--- src/rtl/rw_group_pkg.sv ---
package rw_group_pkg;

  typedef enum logic {
    MODE_WRITE = 1'b0,
    MODE_READ  = 1'b1
  } modeT;

  // control -> datapath strobes
  typedef struct packed {
    logic sweepStart;    // capture origin bank, step := 1
    logic sweepAdvance;  // step := step + 1
  } grpStrobeT;

endpackage

--- src/rtl/rw_group_datapath.sv ---
module rw_group_datapath
  import rw_group_pkg::*;
#(
  parameter int NUM_BANKS = 4,
  parameter int CNT_W     = 6,
  localparam int BW       = $clog2(NUM_BANKS),
  localparam int SUM_W    = BW + 1
) (
  input  logic                 clk,
  input  logic                 rst_n,
  input  logic [1:0]           incVec,    // [0]=read, [1]=write
  input  logic [1:0]           decVec,
  input  logic [NUM_BANKS-1:0] emptyVec,
  input  grpStrobeT            strobes,
  output logic [CNT_W-1:0]     rdPending,
  output logic [CNT_W-1:0]     wrPending,
  output logic                 sweepLast,
  output logic [BW-1:0]        offerBank
);

  localparam logic [CNT_W-1:0] CNT_MAX  = {CNT_W{1'b1}};
  localparam logic [BW-1:0]    LAST_STEP = BW'(NUM_BANKS - 1);

  logic [1:0][CNT_W-1:0] cntQ;

  // one saturating up/down counter per request class
  for (genvar g = 0; g < 2; g++) begin : g_cnt
    always_ff @(posedge clk) begin
      if (!rst_n) begin
        cntQ[g] <= '0;
      end else if (incVec[g] && !decVec[g] && cntQ[g] != CNT_MAX) begin
        cntQ[g] <= cntQ[g] + 1'b1;
      end else if (decVec[g] && !incVec[g] && cntQ[g] != '0) begin
        cntQ[g] <= cntQ[g] - 1'b1;
      end
    end
  end

  assign rdPending = cntQ[0];
  assign wrPending = cntQ[1];

  // lowest-index reporting bank becomes the sweep origin
  logic [BW-1:0] originNext;
  always_comb begin
    originNext = '0;
    for (int i = NUM_BANKS - 1; i >= 0; i--) begin
      if (emptyVec[i]) originNext = BW'(i);
    end
  end

  logic [BW-1:0] originQ;
  logic [BW-1:0] stepQ;

  always_ff @(posedge clk) begin
    if (!rst_n) begin
      originQ <= '0;
      stepQ   <= '0;
    end else if (strobes.sweepStart) begin
      originQ <= originNext;
      stepQ   <= BW'(1);
    end else if (strobes.sweepAdvance) begin
      stepQ   <= stepQ + 1'b1;
    end
  end

  logic [SUM_W-1:0] sumRaw;
  logic [SUM_W-1:0] sumMod;
  always_comb begin
    sumRaw = {1'b0, originQ} + {1'b0, stepQ};
    sumMod = (sumRaw >= SUM_W'(NUM_BANKS)) ? sumRaw - SUM_W'(NUM_BANKS) : sumRaw;
  end

  assign offerBank = sumMod[BW-1:0];
  assign sweepLast = (stepQ == LAST_STEP);

endmodule

--- src/rtl/rw_group_control.sv ---
module rw_group_control
  import rw_group_pkg::*;
#(
  parameter int NUM_BANKS = 4
) (
  input  logic                 clk,
  input  logic                 rst_n,
  input  logic [NUM_BANKS-1:0] hazardVec,
  input  logic [NUM_BANKS-1:0] emptyVec,
  input  logic                 rdZero,
  input  logic                 wrZero,
  input  logic                 sweepLast,
  output logic                 readMode,
  output logic                 sweepBusy,
  output grpStrobeT            strobes
);

  modeT modeQ;
  logic busyQ;

  logic inRead;
  logic hazChg;
  logic drainChg;
  logic forcedChg;
  logic sweepEnd;

  always_comb begin
    inRead    = (modeQ == MODE_READ);
    hazChg    = inRead && (|hazardVec);
    drainChg  = inRead ? (rdZero && !wrZero) : (wrZero && !rdZero);
    forcedChg = hazChg || drainChg;
    sweepEnd  = busyQ && sweepLast;

    strobes.sweepStart   = !busyQ && !forcedChg && (|emptyVec);
    strobes.sweepAdvance = busyQ && !forcedChg && !sweepLast;
  end

  // every cause of a change means "leave the current mode", so one toggle covers all
  always_ff @(posedge clk) begin
    if (!rst_n) begin
      modeQ <= MODE_READ;
    end else if (forcedChg || sweepEnd) begin
      modeQ <= inRead ? MODE_WRITE : MODE_READ;
    end
  end

  always_ff @(posedge clk) begin
    if (!rst_n) begin
      busyQ <= 1'b0;
    end else if (forcedChg || sweepEnd) begin
      busyQ <= 1'b0;
    end else if (strobes.sweepStart) begin
      busyQ <= 1'b1;
    end
  end

  assign readMode  = inRead;
  assign sweepBusy = busyQ;

endmodule

--- src/rtl/rw_group_mode.sv ---
module rw_group_mode
  import rw_group_pkg::*;
#(
  parameter int NUM_BANKS = 4,
  parameter int CNT_W     = 6,
  localparam int BW       = $clog2(NUM_BANKS)
) (
  input  logic                 clk,
  input  logic                 rst_n,
  input  logic                 rdEnq,
  input  logic                 rdDeq,
  input  logic                 wrEnq,
  input  logic                 wrDeq,
  input  logic [NUM_BANKS-1:0] hazardVec,
  input  logic [NUM_BANKS-1:0] emptyVec,
  output logic                 readMode,
  output logic [CNT_W-1:0]     rdPending,
  output logic [CNT_W-1:0]     wrPending,
  output logic                 offerVld,
  output logic [BW-1:0]        offerBank
);

  grpStrobeT strobes;
  logic      sweepLast;

  rw_group_datapath #(
    .NUM_BANKS(NUM_BANKS),
    .CNT_W    (CNT_W)
  ) i_datapath (
    .clk      (clk),
    .rst_n    (rst_n),
    .incVec   ({wrEnq, rdEnq}),
    .decVec   ({wrDeq, rdDeq}),
    .emptyVec (emptyVec),
    .strobes  (strobes),
    .rdPending(rdPending),
    .wrPending(wrPending),
    .sweepLast(sweepLast),
    .offerBank(offerBank)
  );

  rw_group_control #(
    .NUM_BANKS(NUM_BANKS)
  ) i_control (
    .clk      (clk),
    .rst_n    (rst_n),
    .hazardVec(hazardVec),
    .emptyVec (emptyVec),
    .rdZero   (rdPending == '0),
    .wrZero   (wrPending == '0),
    .sweepLast(sweepLast),
    .readMode (readMode),
    .sweepBusy(offerVld),
    .strobes  (strobes)
  );

endmodule

--- config.mk ---
export PLATFORM = sky130hd
export DESIGN_NAME = rw_group_mode
export DESIGN_NICKNAME = d
export VERILOG_FILES = /design/src/rtl/rw_group_pkg.sv /design/src/rtl/rw_group_datapath.sv /design/src/rtl/rw_group_control.sv /design/src/rtl/rw_group_mode.sv
export SDC_FILE = /design/constraint.sdc
export NUM_CORES = 1
export LEC_CHECK = 0
export BUFFER_PORTS_ARGS = -buffer_cell sky130_fd_sc_hd__buf_2
export CORE_MARGIN = 5
export CORE_UTILIZATION = 40
export DETAILED_ROUTE_END_ITERATION = 6
export PLACE_DENSITY_LB_ADDON = 0.25
export SKIP_CTS_REPAIR_TIMING = 1
export SLEW_MARGIN = 20
export SYNTH_ARGS = -nofsm -noshare
export SYNTH_HDL_FRONTEND = slang
export SYNTH_SLANG_ARGS = --single-unit
--- constraint.sdc ---
create_clock -name clk -period 2.4 [get_ports clk]
set_clock_uncertainty 0.05 [all_clocks]
set_input_delay 0.24 -clock clk [delete_from_list [all_inputs] [get_ports clk]]
set_output_delay 0.24 -clock clk [all_outputs]
set_load 0.02 [all_outputs]
# [Word level (Yosys, flattened, before mapping)]
# Index checks and enable logic that the tools add are counted.
[word_totals] register_bits=18 wordCells=70 inputBits=14 out_inout_bits=16
[op_classes] n_reduce_logical=38 n_eq_ne=3 n_lt_le_gt_ge=1 muxes=13 bitwise_logic=1 add_sub_neg=7
[ops] operator="$mux W6" count=4
[ops] operator="$logic_and A1 B1 Y1" count=16
[ops] operator="$add A6 B1 Y6 const B" count=2
[ops] operator="$logic_not A6 Y1" count=2
[ops] operator="$ne A6 B6 Y1 const B" count=2
[ops] operator="$reduce_bool A6 Y1" count=2
[ops] operator="$sub A6 B1 Y6 const B" count=2
[ops] operator="$mux W2" count=5
[ops] operator="$logic_not A1 Y1" count=9
[ops] operator="$reduce_or A4 Y1" count=2
[ops] operator="$reduce_bool A2 Y1" count=3
[ops] operator="$mux W1" count=4
[ops] operator="$reduce_or A2 Y1" count=2
[ops] operator="$add A2 B2 Y3" count=1
[ops] operator="$ge A3 B3 Y1 const B" count=1
[ops] operator="$add A2 B1 Y2 const B" count=1
[ops] operator="$eq A2 B2 Y1 const B" count=1
[ops] operator="$logic_or A1 B1 Y1" count=2
[ops] operator="$sub A2 B1 Y2 const B" count=1
[ops] operator="$not A1 Y1" count=1

# [Depth between registers and ports, before layout]
[depth] word_depth=10 depth_mapped=8 depth_no_buf=8

# [Hierarchy]
# A second synthesis with hierarchy kept.
[hier_totals] hier_cells=154 area_unflattened_um2=1371.3
[modules_own_cells] mod="rw_group_datapath" n_inst=1 cells_per_inst=134 seq_area_each_um2=320.3 area_each_um2=1172.4
[modules_own_cells] mod="rw_group_control" n_inst=1 cells_per_inst=16 seq_area_each_um2=40.0 area_each_um2=163.9
[modules_own_cells] mod="rw_group_mode" n_inst=1 cells_per_inst=4 seq_area_each_um2=0.0 area_each_um2=35.0

# [Worst setup path before layout]
# OpenSTA, ideal clock, no wires.
[synth_path] path_type="flip-flop to flip-flop" startpoint="register i_datapath.cntQ, in the netlist i_datapath.rdPending[0]" endpoint="register i_datapath.cntQ, in the netlist i_datapath.rdPending[5]" synth_period_minus_slack_ns=2.528 setup_ns=0.122 arrival_ns=2.356 stages_incl_launch_ff=9 required_time_ns=2.228 path_buffers=0 path_slack_ns=-0.128 cell_sequence="dfxtp_1 nand4_1 o21ai_1 ha_1 a211oi_1 o21bai_1 a21oi_1 a21oi_1 a311o_1"
[synth_via] elab_chain_len=3 word_cells_on_any_way=9 cone_classes="add/sub (2); eq/ne (1); mux (2); reduce/logical (4)"
[synth_lines] item="start, declared" line="rw_group_datapath.sv:24" source="logic [1:0][CNT_W-1:0] cntQ;"
[synth_lines] item="start signal, assigned by index" line="rw_group_datapath.sv:32" source="cntQ[g] <= cntQ[g] + 1'b1;"
[synth_lines] item="start signal, assigned by index" line="rw_group_datapath.sv:34" source="cntQ[g] <= cntQ[g] - 1'b1;"
[synth_lines] item="$sub A6 B1 Y6 (tied with other cells)" line="rw_group_datapath.sv:34"
[synth_lines] item="$mux W6 (tied with other cells)" line="rw_group_datapath.sv:33" source="end else if (decVec[g] && !incVec[g] && cntQ[g] != '0) begin"
[synth_lines] item="$mux W6 or $reduce_bool A2 Y1 (tied branches)"
# Parallel ways exist; a longest one is shown, timed or not. The select of a mux whose other input is x is not followed.
# A chain may end at the register's enable or synchronous reset.

# [Worst setup path after layout]
[layout_path] startpoint="register i_datapath.cntQ, in the netlist i_datapath.wrPending[3]" endpoint="register i_datapath.cntQ, in the netlist i_datapath.wrPending[5]"
# The elaborated chain is that of the path after synthesis.

==> key figures <==
Timing
  • Final WS setup: 182.5 ps
  • Unrepaired setup endpoints after global routing: no
  • Max-slew headroom: 70.95%
  • Final Max Slew Viols: 0
  • Setup Total Neg Slack: 0 ps
  • Final setup violation count: 0
  • Final period util: a little over 90%
  • Tmin final: 2217 ps
  • Worst-Margin Slew: 435.7 ps
  • Final hold violations: 0
  • Hold_ws: 222.5 ps
  • Achievable Freq: about 450 MHz

Layout
  • Fillers: ~340
  • Fin area: 1595 sq um
  • Area grow syn2layout: 21.78%
  • Final nets: 213
  • Antenna Diode Count: 0
  • Share of layout cells above drive strength 1: roughly 30%

CTS
  • Clk sink count: 18
  • CTS tree: yes
  • CTS Buf Count: 3
  • Longest Clk Path Bufs: 2
  • H-tree depth: 1
  • CTS Root Cell: clkbuf_4
  • Skew-Pair Late Insertion Delay: a little under 300 ps
  • Clk slew on worst S/H paths: 110 ps

Placed design
  • Hpwl dp: 2485 um
  • Port bufs: 29
  • Placed cell areas: 1548 sq um
  • GPL Wtd Cong: 0.8192
  • Setup slack after placement: 103.5 ps

Synthesis
  • Syn_area_per_cell: between 8 and 9 sq um
  • Ys async rst share: 0%
  • Cell taking the most area after synthesis: dfxtp_1
  • Cell Area, Synth: around 1300 sq um
  • Post-synthesis sequential area ratio: between 20 and 30%
  • Unique cell type count in the Yosys netlist: 47
  • Count leader, synth: nand2_1
  • Gate Count Post-Synth: around 150
  • Ranking of synthesized cells by area: dfxtp_1, ha_1, nand2_1
  • Main synth FF type: dfxtp_1
  • Number of synthesized flops with an enable pin: 0
  • Area share of the leading cell type in the synthesized netlist: 27.51%
  • Most frequent cells after synthesis: nand2_1, dfxtp_1, ha_1, a21oi_1, nand3_1
  • Net Count, Synth: between 150 and 200
  • Synth warn: 0
  • Yosys reg bits: 18

Worst setup path
  • Critical path startpoint category: flop
  • CP required: 2530 ps
  • Critical path type: flop to flop
  • Worst path bufs/invs: 0
  • Highest fanout seen on the critical path: 5
  • CP max-delay cell: dfxtp_2
  • Crit path DAT: roughly 2400 ps
  • Sequence of cells on the critical path: nand4_1 > o21ai_2 > ha_1 > a211oi_1 > o21bai_1 > a21oi_1 > a21oi_1 > a311o_1
  • CP max stage delay: 400 ps
  • CP Capture Type: flop
  • Most common cell on crit path: a21oi_1
  • Worst path depth: 8
  • Worst path top cell family by delay: compound AO/OA/AOI/OAI gates
  • Worst Reg2Reg Path Length in Cells: 8

Drt
  • Post-route ant nets: 0
  • DR vias/cell: 5.604
  • Routed wire per std cell: 13.55 um
  • # DRC: 0
  • DR iter-0 viols: 50
  • Final WL: 3116 um
  • Vias: 1289
  • Drt pass-1 iters: 4

Power and ir drop
  • P_leak: between 0.7 and 0.8 nW
  • Power Density: between 900 and 1000 nW/um^2
  • P_int: slightly above 0.8 mW
  • Worst VDD drop: 474.0 uV
  • Clock network fraction of total power: 13.1%
  • Overall Power: 1.452 mW
  • Logic pwr share: 54.9%
  • Switching share of power: approximately 43%
  • Net Sw Power: ~0.63 mW
  • Flop pwr share: 32.1%

Outcome
  • Status: completed

GRT
  • First-pass GRT wire length: 5237 um
  • Largest net degree at the start of global routing: 28
  • Global Route Usage Sum: approximately 15%
  • Vias in the first global route: between 1000 and 1500
  • Grt total ovfl: 0
  • Initial antenna violation count: 0

Floorplan
  • Die Wd: 67.23 um
  • Die Area: between 4000 and 5000 sq um
  • Num rows: 20
  • Starting Density: a little over two fifths
  • Core area: between 3000 and 4000 sq um
  • Die height: 67.23 um
  • Top-Level Pins: 30

Min path
  • Worst Hold Depth: 3
  • HP Class: primary input to flop

Job
  • Max Cap Violations: 0
[cells in the final DEF, fill, tap and decap left out, types with 4 or more instances in the layout]
| cell | count |
|---|---|
| nand2_1 | 21 |
| xnor2_1 | 6 |
| a21boi_1 | 4 |
| dfxtp_2 | 5 |
| dfxtp_1 | 13 |
| and2_1 | 4 |
| o21ai_0 | 4 |
| buf_2 | 29 |
| nor2_1 | 5 |
| a21o_1 | 4 |
| ha_1 | 10 |
| a21oi_1 | 8 |
| nand3_1 | 7 |
| buf_4 | 6 |
[routing by layer]
| metal | wire length [um] | up-vias | GRT usage [%] |
|---|---|---|---|
| met5 | 0 | - | 0 |
| met4 | 30 | 0 | 5.316 |
| met3 | 120 | 4 | 2.496 |
| met2 | 1587 | 28 | 26.87 |
| met1 | 1376 | 617 | 17.22 |
| li1 | - | 640 | - |
[path summary, 6_finish.rpt]
kind                                                      startpoint                                    to  slack [ps]
worst max register to register  i_datapath.wrPending[3]$_SDFFE_PN0P_  i_datapath.wrPending[5]$_SDFFE_PN0P_         180
worst min register to register  i_datapath.wrPending[3]$_SDFFE_PN0P_  i_datapath.wrPending[3]$_SDFFE_PN0P_         470
worst min-delay path                                    hazardVec[2]       i_control.readMode$_SDFFE_PN1P_         220
worst max-delay path            i_datapath.wrPending[3]$_SDFFE_PN0P_  i_datapath.wrPending[5]$_SDFFE_PN0P_         180
[cell type report]
class                   count  area [sq um]  share of cell area [%]
clock buffers               4         36.28                   2.275
well taps                  44         55.05                   3.451
inverters                   2         7.507                  0.4706
flip-flops and latches     18         366.6                   22.98
multi-input cells         127         939.7                   58.90
repair buffers             35         190.2                   11.92
[per-stage QoR]
step           instances  util, %
5_1_grt              230    51.41
2_1_floorplan        151        -
4_1_cts              230    51.05
6_report             230    51.41
3_5_place_dp         226    49.88
3_3_place_gp         226    49.88
[worst reg2reg max path: stages (launching register included)]
cell and delay [ps]:
dfxtp_2 400, nand4_1 120, o21ai_2 170, ha_1 270
a211oi_1 330, o21bai_1 120, a21oi_1 270, a21oi_1 70
a311o_1 320
[kinds of logic (layout without fill, tap and decap cells)]
kind of cell | Yosys count | in the layout | share of synthesized area (%)
AND/OR/NAND/NOR | 59 | 59 | 25.98
AO/OA/AOI/OAI | 48 | 48 | 26.84
flip-flops | 18 | 18 | 27.51
adder cells (fa/ha/maj) | 12 | 12 | 12.61
XOR/XNOR | 8 | 8 | 5.349
buffers and inverters | 6 | 41 | 1.719
[power by group through the flow]
stage,clock [mW],combinational [mW],sequential [mW]
6_report,0.190,0.797,0.466
5_1_grt,0.208,0.878,0.482
4_1_cts,0.196,0.796,0.462
3_5_place_dp,0,0.791,0.468
3_3_place_gp,0,0.771,0.464
2_1_floorplan,0,0.508,0.536
[registers in the layout, summed over array words and instances (netlist names)]
name                  flops
i_datapath.rdPending      6
i_control.sweepBusy       1
i_datapath.wrPending      6
i_control.readMode        1
i_datapath.stepQ          2
i_datapath.originQ        2
No activity file was read; power rests on OpenSTA's default activity.
